--- src/rtl/ppi_irq_pkg.sv ---
`timescale 1ns/1ps
package ppi_irq_pkg;
    localparam int NPORTS      = 2;
    localparam int PORT_A      = 0;
    localparam int PORT_B      = 1;
    // positions inside the host-visible words
    localparam int MODE_FLAG   = 7;
    localparam int GLOBAL_BIT  = 2;
    // indices of the stored port C enable flags
    localparam int PCF_B       = 0;   // PC2
    localparam int PCF_A_IN    = 1;   // PC4
    localparam int PCF_A_OUT   = 2;   // PC6
    localparam int NPCF        = 3;

    typedef struct packed {
        logic [1:0] a_mode;
        logic       a_in;
        logic       b_mode;
        logic       b_in;
    } mode_t;

    typedef struct packed {
        mode_t             mode;
        logic [NPCF-1:0]   pc_en;
        logic [NPORTS-1:0] sel;
        logic              gen;
    } cfg_t;

    typedef struct packed {
        logic out_full;
        logic in_full;
        logic req;
        logic stb_prev;
        logic ack_prev;
    } hs_t;

    function automatic mode_t decode_mode(input logic [7:0] w);
        mode_t m;
        m.a_mode = w[6:5];
        m.a_in   = w[4];
        m.b_mode = w[2];
        m.b_in   = w[1];
        return m;
    endfunction
endpackage

--- src/rtl/ppi_cfg_regs.sv ---
`timescale 1ns/1ps
module ppi_cfg_regs
    import ppi_irq_pkg::*;
#(
    parameter int                ADDR_W   = 2,
    parameter logic [ADDR_W-1:0] ADDR_CFG = 0,
    parameter logic [ADDR_W-1:0] ADDR_SEL = 1,
    parameter logic [ADDR_W-1:0] ADDR_GEN = 2
) (
    input  logic              clk,
    input  logic              rst_n,
    input  logic              reg_wr,
    input  logic [ADDR_W-1:0] reg_addr,
    input  logic [7:0]        reg_wdata,
    output cfg_t              cfg,
    output logic              mode_clr
);
    cfg_t cfg_d, cfg_q;
    logic clr_d;

    always_comb begin
        cfg_d = cfg_q;
        clr_d = 1'b0;
        if (reg_wr) begin
            if (reg_addr == ADDR_CFG) begin
                if (reg_wdata[MODE_FLAG]) begin
                    cfg_d.mode  = decode_mode(reg_wdata);
                    cfg_d.pc_en = '0;
                    clr_d       = 1'b1;
                end else begin
                    case (reg_wdata[3:1])
                        3'd2:    cfg_d.pc_en[PCF_B]     = reg_wdata[0];
                        3'd4:    cfg_d.pc_en[PCF_A_IN]  = reg_wdata[0];
                        3'd6:    cfg_d.pc_en[PCF_A_OUT] = reg_wdata[0];
                        default: ;
                    endcase
                end
            end else if (reg_addr == ADDR_SEL) begin
                cfg_d.sel = reg_wdata[NPORTS-1:0];
            end else if (reg_addr == ADDR_GEN) begin
                cfg_d.gen = reg_wdata[GLOBAL_BIT];
            end
        end
    end

    always_ff @(posedge clk) begin
        if (!rst_n) cfg_q <= '0;
        else        cfg_q <= cfg_d;
    end

    assign cfg      = cfg_q;
    assign mode_clr = clr_d;

    // port C flags move only on a configuration write
    assert_pcf_only_on_cfg_R3: assert property (@(posedge clk) disable iff (!rst_n)
        !(reg_wr && reg_addr == ADDR_CFG) |=> $stable(cfg_q.pc_en));
    // a mode word leaves every port C flag cleared
    assert_mode_clears_pcf_R2: assert property (@(posedge clk) disable iff (!rst_n)
        (reg_wr && reg_addr == ADDR_CFG && reg_wdata[MODE_FLAG]) |=> (cfg_q.pc_en == '0));
endmodule

--- src/rtl/ppi_hs_port.sv ---
`timescale 1ns/1ps
module ppi_hs_port
    import ppi_irq_pkg::*;
(
    input  logic clk,
    input  logic rst_n,
    input  logic clr,
    input  logic active,
    input  logic dir_in,
    input  logic inte,
    input  logic host_wr,
    input  logic host_rd,
    input  logic stb_n,
    input  logic ack_n,
    output logic out_full,
    output logic in_full,
    output logic req
);
    hs_t st_d, st_q;
    logic stb_trail, ack_trail;

    assign stb_trail = stb_n & ~st_q.stb_prev;
    assign ack_trail = ack_n & ~st_q.ack_prev;

    always_comb begin
        st_d          = st_q;
        st_d.stb_prev = stb_n;
        st_d.ack_prev = ack_n;
        if (clr) begin
            st_d.out_full = 1'b0;
            st_d.in_full  = 1'b0;
            st_d.req      = 1'b0;
        end else if (active) begin
            if (dir_in) begin
                if (!stb_n)             st_d.in_full = 1'b1;
                if (host_rd) begin
                    st_d.in_full = 1'b0;
                    st_d.req     = 1'b0;
                end
                if (stb_trail && inte)  st_d.req = 1'b1;
            end else begin
                if (!ack_n)             st_d.out_full = 1'b0;
                if (host_wr) begin
                    st_d.out_full = 1'b1;
                    st_d.req      = 1'b0;
                end
                if (ack_trail && inte)  st_d.req = 1'b1;
            end
        end
    end

    always_ff @(posedge clk) begin
        if (!rst_n) begin
            st_q          <= '0;
            st_q.stb_prev <= 1'b1;
            st_q.ack_prev <= 1'b1;
        end else begin
            st_q <= st_d;
        end
    end

    assign out_full = st_q.out_full;
    assign in_full  = st_q.in_full;
    assign req      = st_q.req;

    // a mode word clears flags and request
    assert_mode_clears_flags_R2: assert property (@(posedge clk) disable iff (!rst_n)
        clr |=> (!out_full && !in_full && !req));
    // a host read empties the input buffer
    assert_read_empties_R5: assert property (@(posedge clk) disable iff (!rst_n)
        (!clr && active && dir_in && host_rd) |=> !in_full);
    // a request only appears while its enable flag was set
    assert_req_needs_enable_R6: assert property (@(posedge clk) disable iff (!rst_n)
        $rose(req) |-> $past(inte));
    // an inactive port never holds a request
    assert_idle_no_req_R7: assert property (@(posedge clk) disable iff (!rst_n)
        !active |=> !req);
endmodule

--- src/rtl/ppi_irq_merge.sv ---
`timescale 1ns/1ps
module ppi_irq_merge #(
    parameter int N = 2
) (
    input  logic [N-1:0] req,
    input  logic [N-1:0] sel,
    input  logic         gen,
    output logic         irq
);
    assign irq = gen & (|(req & sel));
endmodule

--- src/rtl/ppi_irq_gate.sv ---
`timescale 1ns/1ps
module ppi_irq_gate
    import ppi_irq_pkg::*;
#(
    parameter int                ADDR_W   = 2,
    parameter logic [ADDR_W-1:0] ADDR_CFG = 0,
    parameter logic [ADDR_W-1:0] ADDR_SEL = 1,
    parameter logic [ADDR_W-1:0] ADDR_GEN = 2
) (
    input  logic              clk,
    input  logic              rst_n,
    input  logic              reg_wr,
    input  logic [ADDR_W-1:0] reg_addr,
    input  logic [7:0]        reg_wdata,
    input  logic              pa_host_wr,
    input  logic              pa_host_rd,
    input  logic              pb_host_wr,
    input  logic              pb_host_rd,
    input  logic              pa_stb_n,
    input  logic              pa_ack_n,
    input  logic              pb_stb_n,
    input  logic              pb_ack_n,
    output logic              pa_out_full,
    output logic              pa_in_full,
    output logic              pa_req,
    output logic              pb_out_full,
    output logic              pb_in_full,
    output logic              pb_req,
    output logic              host_irq
);
    cfg_t cfg;
    logic mode_clr;

    logic [NPORTS-1:0] p_active, p_dir_in, p_inte;
    logic [NPORTS-1:0] p_wr, p_rd, p_stb_n, p_ack_n;
    logic [NPORTS-1:0] p_out_full, p_in_full, p_req;

    ppi_cfg_regs #(
        .ADDR_W(ADDR_W), .ADDR_CFG(ADDR_CFG), .ADDR_SEL(ADDR_SEL), .ADDR_GEN(ADDR_GEN)
    ) u_cfg (
        .clk(clk), .rst_n(rst_n), .reg_wr(reg_wr), .reg_addr(reg_addr),
        .reg_wdata(reg_wdata), .cfg(cfg), .mode_clr(mode_clr)
    );

    assign p_active[PORT_A] = (cfg.mode.a_mode != 2'b00);
    assign p_dir_in[PORT_A] = cfg.mode.a_in;
    assign p_inte[PORT_A]   = cfg.mode.a_in ? cfg.pc_en[PCF_A_IN] : cfg.pc_en[PCF_A_OUT];
    assign p_active[PORT_B] = cfg.mode.b_mode;
    assign p_dir_in[PORT_B] = cfg.mode.b_in;
    assign p_inte[PORT_B]   = cfg.pc_en[PCF_B];

    assign p_wr    = {pb_host_wr, pa_host_wr};
    assign p_rd    = {pb_host_rd, pa_host_rd};
    assign p_stb_n = {pb_stb_n,   pa_stb_n};
    assign p_ack_n = {pb_ack_n,   pa_ack_n};

    for (genvar i = 0; i < NPORTS; i++) begin : g_port
        ppi_hs_port u_hs (
            .clk(clk), .rst_n(rst_n), .clr(mode_clr),
            .active(p_active[i]), .dir_in(p_dir_in[i]), .inte(p_inte[i]),
            .host_wr(p_wr[i]), .host_rd(p_rd[i]),
            .stb_n(p_stb_n[i]), .ack_n(p_ack_n[i]),
            .out_full(p_out_full[i]), .in_full(p_in_full[i]), .req(p_req[i])
        );
    end

    ppi_irq_merge #(.N(NPORTS)) u_merge (
        .req(p_req), .sel(cfg.sel), .gen(cfg.gen), .irq(host_irq)
    );

    assign pa_out_full = p_out_full[PORT_A];
    assign pa_in_full  = p_in_full[PORT_A];
    assign pa_req      = p_req[PORT_A];
    assign pb_out_full = p_out_full[PORT_B];
    assign pb_in_full  = p_in_full[PORT_B];
    assign pb_req      = p_req[PORT_B];

    // the host line never rises without a port request behind it
    assert_irq_has_source_R8: assert property (@(posedge clk) disable iff (!rst_n)
        host_irq |-> (pa_req || pb_req));
endmodule

--- config.mk ---
export PLATFORM = sky130hd
export DESIGN_NAME = ppi_irq_gate
export DESIGN_NICKNAME = d
export VERILOG_FILES = /design/src/rtl/ppi_irq_pkg.sv /design/src/rtl/ppi_cfg_regs.sv /design/src/rtl/ppi_hs_port.sv /design/src/rtl/ppi_irq_merge.sv /design/src/rtl/ppi_irq_gate.sv
export SDC_FILE = /design/constraint.sdc
export NUM_CORES = 1
export LEC_CHECK = 0
export ABC_AREA = 1
export BUFFER_PORTS_ARGS = -buffer_cell sky130_fd_sc_hd__buf_2
export CAP_MARGIN = 10
export CELL_PAD_IN_SITES_DETAIL_PLACEMENT = 1
export CELL_PAD_IN_SITES_GLOBAL_PLACEMENT = 2
export CORE_ASPECT_RATIO = 2
export CORE_MARGIN = 3
export CORE_UTILIZATION = 26
export DETAILED_ROUTE_END_ITERATION = 8
export GPL_ROUTABILITY_DRIVEN = 0
export PLACE_DENSITY_LB_ADDON = 0.08
export SLEW_MARGIN = 15
export SYNTH_ARGS = -nofsm -noshare
export SYNTH_HDL_FRONTEND = slang
export SYNTH_SLANG_ARGS = --single-unit
--- constraint.sdc ---
create_clock -name clk -period 0.9 [get_ports clk]
set_input_delay 0.18 -clock clk [delete_from_list [all_inputs] [get_ports clk]]
set_output_delay 0.18 -clock clk [all_outputs]
set_load 0.02 [all_outputs]
# [After elaboration in Yosys (flattened, before gate mapping)]
# Cells that the tools add are included.
[word_totals] reg_bits=21 inputBits=21 out_inout_bits=7 word_cells=94
[op_classes] n_eq_ne=11 n_mux=24 n_bitwise=15 n_reduce_logical=25
[ops] cell="$reduce_and 3->1" count=11
[ops] cell="$mux 1" count=21
[ops] cell="$not 1->1" count=9
[ops] cell="$ne 2x2->1 const B" count=4
[ops] cell="$reduce_bool 2->1" count=4
[ops] cell="$eq 3x3->1 const B" count=2
[ops] cell="$ne 3x2->1 const B" count=2
[ops] cell="$reduce_bool 3->1" count=2
[ops] cell="$and 1x1->1" count=5
[ops] cell="$logic_and 1x1->1" count=4
[ops] cell="$mux 2" count=2
[ops] cell="$reduce_and 4->1" count=1
[ops] cell="$reduce_or 2->1" count=2
[ops] cell="$eq 3x2->1 const B" count=1
[ops] cell="$mux 3" count=1
[ops] cell="$and 2x2->2" count=1
[ops] cell="$eq 2x1->1 const B" count=1
[ops] cell="$eq 2x2->1 const B" count=1
[ops] cell="$logic_not 2->1" count=1

# [Longest topological paths before layout]
# Gate-level depths: netlist of run 1.
[logic_depth] word_depth=5 mapped_depth=6 mapped_depth_nobuf=6

# [Cells and area by module]
# Synthesis of run 1 repeated with hierarchy kept, for this count alone.
[hier_totals] cells_unflattened=160 area_unflattened_um2=1036.0
[modules_own_cells] mod="ppi_cfg_regs" n_inst=1 cells_per_inst=77 area_per_inst_um2=521.8 seq_area_each_um2=220.2
[modules_own_cells] mod="ppi_hs_port" n_inst=2 cells_per_inst=37 area_per_inst_um2=236.5 seq_area_each_um2=100.1
[modules_own_cells] mod="ppi_irq_gate" n_inst=1 cells_per_inst=5 area_per_inst_um2=21.3 seq_area_each_um2=0.0
[modules_own_cells] mod="ppi_irq_merge" n_inst=1 cells_per_inst=4 area_per_inst_um2=20.0 seq_area_each_um2=0.0

# [Worst setup path after synthesis of run 1]
# No wires, ideal clock.
[synth_path] path_type="register to output" start="reg g_port[1].u_hs.st_q, in the netlist g_port[1].u_hs.req" end="out host_irq" arrival_ps=1022 t_required_ps=720 slack_ps=-302 path_stages_with_launch=3 cell_sequence="dfxtp_1 -> nand2_1 -> a21boi_0"
[synth_between] elab_chain_len=3
[synth_rtl] item="start, declared" line_no="ppi_hs_port.sv:19" source="hs_t st_d, st_q;"
[synth_rtl] item="start signal, assigned" line_no="ppi_hs_port.sv:58" source="st_q <= st_d;"
[synth_rtl] item="$and 2x2->2" line_no="ppi_irq_merge.sv:10" source="assign irq = gen & (|(req & sel));"
[synth_rtl] item="$reduce_or 2->1" line_no="ppi_irq_merge.sv:10"
[synth_rtl] item="$and 1x1->1" line_no="ppi_irq_merge.sv:10"
[synth_rtl] item="end, declared" line_no="ppi_irq_gate.sv:29" source="output logic host_irq"
# No other way between the ends.

# [Worst setup path after layout of run 1]
[layout_path] start="reg u_cfg.cfg_q, in the netlist u_cfg.cfg[2]" end="out host_irq"
[layout_between] elab_chain_len=3
[layout_rtl] item="start, declared" line_no="ppi_cfg_regs.sv:18" source="cfg_t cfg_d, cfg_q;"
[layout_rtl] item="start signal, assigned" line_no="ppi_cfg_regs.sv:48" source="else cfg_q <= cfg_d;"
[layout_rtl] item="$and 2x2->2" line_no="ppi_irq_merge.sv:10"
[layout_rtl] item="$reduce_or 2->1" line_no="ppi_irq_merge.sv:10"
[layout_rtl] item="$and 1x1->1" line_no="ppi_irq_merge.sv:10"
# No other way between the ends.

==> results of run 1 <==
layout by cell type, fill, tap and decap left out, types with 4 or more instances in the layout:
cell type,count
inv_2,4
buf_4,19
nand2_2,6
dfxtp_1,9
buf_2,20
dfxtp_2,11
nand2_1,25
a21oi_2,4
o21ai_0,5
buf_6,7
nand3_1,13
inv_1,16
a21oi_1,9
nor2_1,13
logic make-up (layout without fill, tap and decap cells):
group / Yosys count / in the layout
and+or+nand+nor: 66 / 66
buffers and inverters: 22 / 70
DFF: 21 / 21
AOI/OAI and AO/OA: 25 / 25
path summary, 6_finish.rpt:
kind	slack [ps]	end	cells after the start
max	-210	host_irq	3
min	120	g_port[0].u_hs.st_q[1]	3
max reg2reg	70	g_port[0].u_hs.req	5
min reg2reg	470	g_port[1].u_hs.out_full	2
power breakdown:
part           internal [W]  leakage [nW]  switching (W)
sequential         0.000955         0.177      0.0000158
combinational      0.000109         0.452       0.000123
clock              0.000308        0.0255       0.000309
total               0.00137         0.655       0.000448
final cells by class:
| cell class | count | share of cell area |
|---|---|---|
| sequential | 21 | 0.3092 |
| multi-input combinational | 91 | 0.3357 |
| inverter | 20 | 0.05300 |
| clock buffer | 3 | 0.02915 |
| clock inverter | 1 | 0.003534 |
| tap | 48 | 0.04240 |
| timing repair buffer | 46 | 0.2270 |
synthesized netlist by cell type:
cell	count
buf_2	1
a21boi_0	3
a31oi_1	1
o21ai_0	5
a21oi_2	2
dfxtp_1	21
nor3_1	1
nor2_2	1
inv_1	20
buf_6	1
nand3_1	14
nor2_1	14
nand2_2	2
o21ai_1	3
nand3b_1	1
a21oi_1	11
nand4_1	1
nor3b_1	1
nand2_1	30
nand3_2	1
repair_timing:
action                                  4_1_cts  5_1_grt
gates resized for setup                      24       15
pin swaps                                     2        4
setup buffers                                 1        4
endpoints found under the setup margin        8       11
hold buffers                                  0        0
worst max-delay path, delay by kind of cell, from the launching register on:
family                 cells  cell delay (ps)
AOI/OAI and AO/OA          1              140
and+or+nand+nor            1               60
DFF                        1              340
buffers and inverters      1              120
sequential cells by signal, summed over array words and instances (netlist names):
signal / cells
u_cfg.cfg: 11
g_port.u_hs.req: 2
g_port.u_hs.out_full: 2
g_port.u_hs.in_full: 2
g_port.u_hs.st_q: 4
layer usage:
metal / track usage / vias up / wire length (um) / part of all wire
met5: 0 / - / 0 / 0
met4: 0.05226 / 0 / 46 / 0.018
met3: 0.02463 / 4 / 112 / 0.043
met2: 0.2615 / 21 / 1492 / 0.57
met1: 0.1297 / 466 / 962 / 0.37
li1: - / 526 / - / -
per-stage QoR:
| stage | TNS [ps] | std cells | setup WS, ps |
|---|---|---|---|
| 3_5_place_dp | -1552 | 221 | -190.0 |
| 4_1_cts | -508.6 | 226 | -224.7 |
| 6_report | -463.1 | 230 | -208.8 |
| 2_1_floorplan | 0 | 134 | 23.21 |
| 5_1_grt | -654.2 | 230 | -261.6 |
| 3_3_place_gp | -1146 | 221 | -125.8 |
==> metrics.md, run 1 <==
| Metric | Value |
|---|---|
| Outcome | `finished, violations left` |
| Failing checks | `negative setup slack` |
| Max incr delay on CP | `340 ps` |
| Flops & latches, synth | `21` |
| Row count | `30` |
| Max_slew headroom | `0.8490` |
| Synth Area in Adders | `0` |
| Layout cell share with drive strength beyond 1 | `0.4505` |
| First-pass GRT wire length | `around 4700 um` |
| Critical Path End Type | `output pin` |
| Full die area | `roughly 4400 sq um` |
| Post-route cell area | `1416 sq um` |
| Synthesized area per cell | `7.040 sq um` |
| Avg WL per Cell | `11.37 um` |
| MaxCap Viol Count | `0` |
| IO Port Bufs | `27` |
| R2R Path Start | `u_cfg.cfg[9]` |
| Max VDD drop | `0.6214 mV` |
| Post-layout min period | `1109 ps` |
| Util after Layout | `0.4101` |
| Hold Slack | `119.8 ps` |
| GRT overflow | `0` |
| CTS clock-pin slew for the worst setup and hold paths | `80 ps` |
| Final Power | `0.001820 W` |
| Longest Clk Path Bufs | `2` |
| Root buf cell | `clkbuf_8` |
| Endpoints failing hold | `0` |
| Netlist cell types | `20` |
| Vias in the first global route | `1122` |
| Crit path kind | `reg -> out` |
| Placed cell area | `1241 sq um` |
| Synth Area in Simple Gates | `0.3077` |
| Post-synthesis cell area | `943.4 sq um` |
| Starting Density | `0.2732` |
| Slowest cell on crit path | `dfxtp_2` |
| DR vias | `1017` |
| Gate Count Post-Synth | `134` |
| Clk_skew | `2.189 ps` |
| Crit path launch | `u_cfg.cfg[2]` |
| Largest family of logic cells by synthesized area | `simple AND/OR/NAND/NOR gates` |
| Cells along the critical path | `nand2_2 > a21boi_4 > buf_6` |
| DP Wirelength | `2163 um` |
| Worst hold start | `pa_stb_n` |
| Synth Area in XOR/XNOR | `0` |
| Synth top area share | `0.4456` |
| Arr. time, crit path | `930 ps` |
| Hold Path Class | `in -> reg` |
| Fillers | `between 400 and 500` |
| Clock Sinks | `21` |
| Initial antenna violation count | `0` |
| Synth area leader | `dfxtp_1` |
| Drt total wl | `2614 um` |
| Period utilization | `1.232` |
| Die Width | `48.60 um` |
| Leak | `around 0.65 nW` |
| TritonCTS clock tree | `built` |
| CTS buffer count | `3` |
| Die H | `about 90 um` |
| Antenna Cells | `0` |
| Worst-skew pair later-pin latency | `260 ps` |
| Synth Area in Compound Gates | `0.1499` |
| RSZ-0062 raised after global routing | `yes` |
| Core area | `3453 sq um` |
| Fmax | `901.9 MHz` |
| Post-synth net total | `155` |
| Fin nets | `about 200` |
| Sequential cell area fraction in the yosys report | `0.4456` |
| DRC | `0` |
| Gr usage total | `0.1323` |
| # setup viols final | `3` |
| Post-synthesis mux area share | `0` |
| I/O Pins | `28` |
| Slew @ Worst Pin | `224.5 ps` |
| Layout area overhead | `50.13%` |
| Multi-input logic area | `475.5 sq um` |
| Sequential cell area | `437.9 sq um` |
| CP Launch Type | `flop` |
| Vias per cell | `4.422` |
| PD cells | `1285 nW/um^2` |
| H-Tree Depth | `1` |
| Synth top area cells | `dfxtp_1, nand2_1, inv_1` |
| Pin count of the biggest net entering global routing | `13` |
| Worst-path maximum fanout | `2` |
| Pre-antenna DRT Iters | `4` |
| Initial drt markers | `7` |
| Antenna viol nets, final | `0` |
| Final Max Slew Viols | `0` |
| Worst setup slack after layout | `-208.8 ps` |
| Worst EP required | `720 ps` |
| Yosys warnings | `0` |
(Power assumes the default switching activity.)
==> run 2: changes to the inputs <==
--- a/config.mk
+++ b/config.mk
@@ -7,11 +7,11 @@
 export LEC_CHECK = 0
 export ABC_AREA = 1
 export BUFFER_PORTS_ARGS = -buffer_cell sky130_fd_sc_hd__buf_2
-export CAP_MARGIN = 10
+export CAP_MARGIN = 30
 export CELL_PAD_IN_SITES_DETAIL_PLACEMENT = 1
 export CELL_PAD_IN_SITES_GLOBAL_PLACEMENT = 2
 export CORE_ASPECT_RATIO = 2
-export CORE_MARGIN = 3
+export CORE_MARGIN = 2
 export CORE_UTILIZATION = 26
 export DETAILED_ROUTE_END_ITERATION = 8
 export GPL_ROUTABILITY_DRIVEN = 0
==> run 2 against run 1 <==
  * Total power is 0.69% higher
  * The run still ends with negative setup slack left
  * Non-clock buffer count stayed put
  * Largest power group unchanged
  * Die area is 6.2% lower
  * Maximum frequency is 1.6% lower
  * Sequential power hardly changed
  * Register-to-register slack hardly changed
  * Highest routed layer unchanged
  * Cell count is 0.43% higher
  * Critical endpoint unchanged
  * Global-route usage is 0.60 points higher
  * Clock power is 1% higher
==> metrics.md, run 2 (synthesis results as in run 1) <==
| Metric | Value |
|---|---|
| Slowest cell on crit path | `dfxtp_1` |
| Fmax | `887.2 MHz (-1.6%)` |
| Crit path depth | `3 (unchanged)` |
| Avg WL per Cell | `11.07 um (-2.6%)` |
| First-pass GRT wire length | `4077 um (-13%)` |
| R2R Path End | `g_port[0].u_hs.req` |
| Hold Slack | `109.2 ps (-10.54 ps)` |
| Max_slew headroom | `0.8512 (+0.002191)` |
| Sequential cell fraction of total power | `0.529 (-0.005)` |
| Post-layout min period | `1127 ps (+18.37 ps)` |
| Sw frac | `0.2508 (+0.004675)` |
| Worst EP required | `720 ps (about the same)` |
| CP Capture Point | `host_irq` |
| Pre-antenna DRT Iters | `1 (-3)` |
| MaxCap Viol Count | `0 (unchanged)` |
| Starting Density | `0.2673 (-0.005907)` |
| CTS buffer count | `3 (unchanged)` |
| Fin nets | `204 (unchanged)` |
| Period utilization | `1.252 (+0.02041)` |
| Logic pwr share | `0.130 (+0.003)` |
| Endpoints failing hold | `0 (unchanged)` |
| Pin count of the biggest net entering global routing | `13 (unchanged)` |
| Met1 wire length | `975 um (+1.4%)` |
| Most common cell after layout, fill and taps aside | `nand2_1` |
| Delay-heaviest family, CP | `flip-flops` |
| Crit path launch | `u_cfg.cfg[1]` |
| Highest metal used | `met4` |
| Vias per cell | `4.325 (-2.2%)` |
| Initial antenna violation count | `0 (unchanged)` |
| Slew @ Worst Pin | `221.5 ps (-2.976 ps)` |
| Clk_skew | `7.257 ps (+5.069 ps)` |
| Metal2 WL | `1478 um (-0.94%)` |
| Met3 Routed Length | `62 um (-45%)` |
| Full die area | `4156 sq um (-6.2%)` |
| Worst setup slack after layout | `-227.1 ps (-18.37 ps)` |
| TritonCTS clock tree | `built` |
| Commonest cells after routing, fill and taps aside | `nand2_1, buf_2, inv_1, buf_4` |
| H-Tree Depth | `1 (unchanged)` |
| Vias in the first global route | `956 (-15%)` |
| Layout cell share with drive strength beyond 1 | `0.4505 (unchanged)` |
| Worst-skew pair later-pin latency | `260 ps (about the same)` |
| Final Max Slew Viols | `0 (unchanged)` |
| Total net switching power | `0.0004596 W (+2.6%)` |
| Gr usage total | `0.1383 (+0.005970)` |
| CP Launch Type | `flop` |
| Row count | `31 (+3.3%)` |
| # setup viols final | `3 (unchanged)` |
| CTS clock-pin slew for the worst setup and hold paths | `80 ps (about the same)` |
| Antenna viol nets, final | `0 (unchanged)` |
| Arr. time, crit path | `950 ps (+20 ps)` |
| Final Power | `0.001832 W (+0.69%)` |
| Number of flip-flops in the largest register | `11 (unchanged)` |
| Leak | `0.6735 nW (+2.9%)` |
| GRT overflow | `0 (unchanged)` |
| Worst-case reg-to-reg path depth | `5 (unchanged)` |
| Cells along the critical path | `nand2_4 > a21boi_4 > buf_6` |
| Outcome | `finished, violations left` |
| Root buf cell | `clkbuf_8` |
| Failing checks | `negative setup slack` |
| I/O Pins | `28 (unchanged)` |
| Drt total wl | `2558 um (-2.1%)` |
| IO Port Bufs | `27 (unchanged)` |
| DP Wirelength | `2104 um (-2.7%)` |
| Antenna Cells | `0 (unchanged)` |
| Die H | `89.19 um (-2.2%)` |
| Core area | `3530 sq um (+2.2%)` |
| Hold Path Class | `in -> reg` |
| Clock share of power | `0.341 (+0.002)` |
| P_int | `0.001373 W (about the same)` |
| Reg2Reg Setup Slack | `70 ps (about the same)` |
| Final setup TNS | `-468.9 ps (-5.755 ps)` |
| Initial drt markers | `0 (-7)` |
| Critical Path End Type | `output pin` |
| R2R Path Start | `u_cfg.cfg[8]` |
| Die Width | `46.60 um (-4.1%)` |
| Max incr delay on CP | `380 ps (+40 ps)` |
| Clock Sinks | `21 (unchanged)` |
| Max VDD drop | `0.7696 mV (+24%)` |
| DRC | `0 (unchanged)` |
| DR vias | `999 (-1.8%)` |
| Worst-path maximum fanout | `2 (unchanged)` |
| PD cells | `1269 nW/um^2 (-1.2%)` |
| RSZ-0062 raised after global routing | `yes` |
| Crit path kind | `reg -> out` |
| Layout area overhead | `53.05%` |
| WP buf/inv | `1 (unchanged)` |
| Post-CTS Hold Buffers | `0 (unchanged)` |
| Longest Clk Path Bufs | `2 (unchanged)` |
-- run 2: cell counts in the layout (fill, tap and decap cells not counted) --
No cell type changed its count.
-- run 2: final cells by class --
type / count / area, sq um
clock buffers: 3 / 41.29
clock inverters: 1 / 5.005
fillers: 459 / 2086
inverters: 20 / 75.07
multi-input cells: 91 / 493.0
flip-flops and latches: 21 / 439.2
well taps: 49 / 61.31
repair buffers: 46 / 329.1
-- run 2: power by group through the flow --
stage	combinational [W]	sequential (W)	clock (W)
2_1_floorplan	0.0000953	0.000991	0
3_3_place_gp	0.000225	0.000989	0
3_5_place_dp	0.000226	0.000991	0
4_1_cts	0.000234	0.000968	0.000651
5_1_grt	0.000272	0.000972	0.000683
6_report	0.000239	0.000969	0.000625
-- run 2: how the worst min path moves through the flow --
stage | start | endpoint | cells after the start
2_1_floorplan | pb_stb_n | g_port[1].u_hs.st_q[1] | 2
6_report | pa_stb_n | g_port[0].u_hs.st_q[1] | 3
5_1_grt | pb_ack_n | g_port[1].u_hs.st_q[0] | 3
3_5_place_dp | pa_stb_n | g_port[0].u_hs.st_q[1] | 3
3_3_place_gp | pb_ack_n | g_port[1].u_hs.st_q[0] | 3
4_1_cts | pa_stb_n | g_port[0].u_hs.st_q[1] | 3
-- run 2: repair_timing --
item / in CTS / in global routing
hold endpoints to repair: 0 / 0
pin swaps: 2 / 6
setup endpoints to repair: 9 / 12
setup buffers: 2 / 1
gates resized for setup: 26 / 19
-- run 2: stage by stage --
| stage | util | setup slack (ps) | area, sq um | cells |
|---|---|---|---|---|
| global route | 0.4091 | -260.4 | 1444 | 231 |
| CTS | 0.3931 | -238.0 | 1388 | 230 |
| detailed placement | 0.3563 | -145.8 | 1257 | 224 |
| floorplan | - | 23.21 | 957.2 | 134 |
| finish | 0.4091 | -227.1 | 1444 | 231 |
| global placement | 0.3563 | -127.2 | 1257 | 224 |
-- run 2: per-layer routing --
metal	vias to the layer above	GRT usage
li1	524	-
met1	456	0.1492
met2	15	0.2551
met3	4	0.01212
met4	0	0.06234
met5	-	0
-- run 2: worst reg2reg max path, stage by stage, from the launching register on --
cell and delay [ps]:
dfxtp_4 370, nor2_2 100, nand2_1 50, nand2_1 60, nand2_1 60, a21oi_2 130
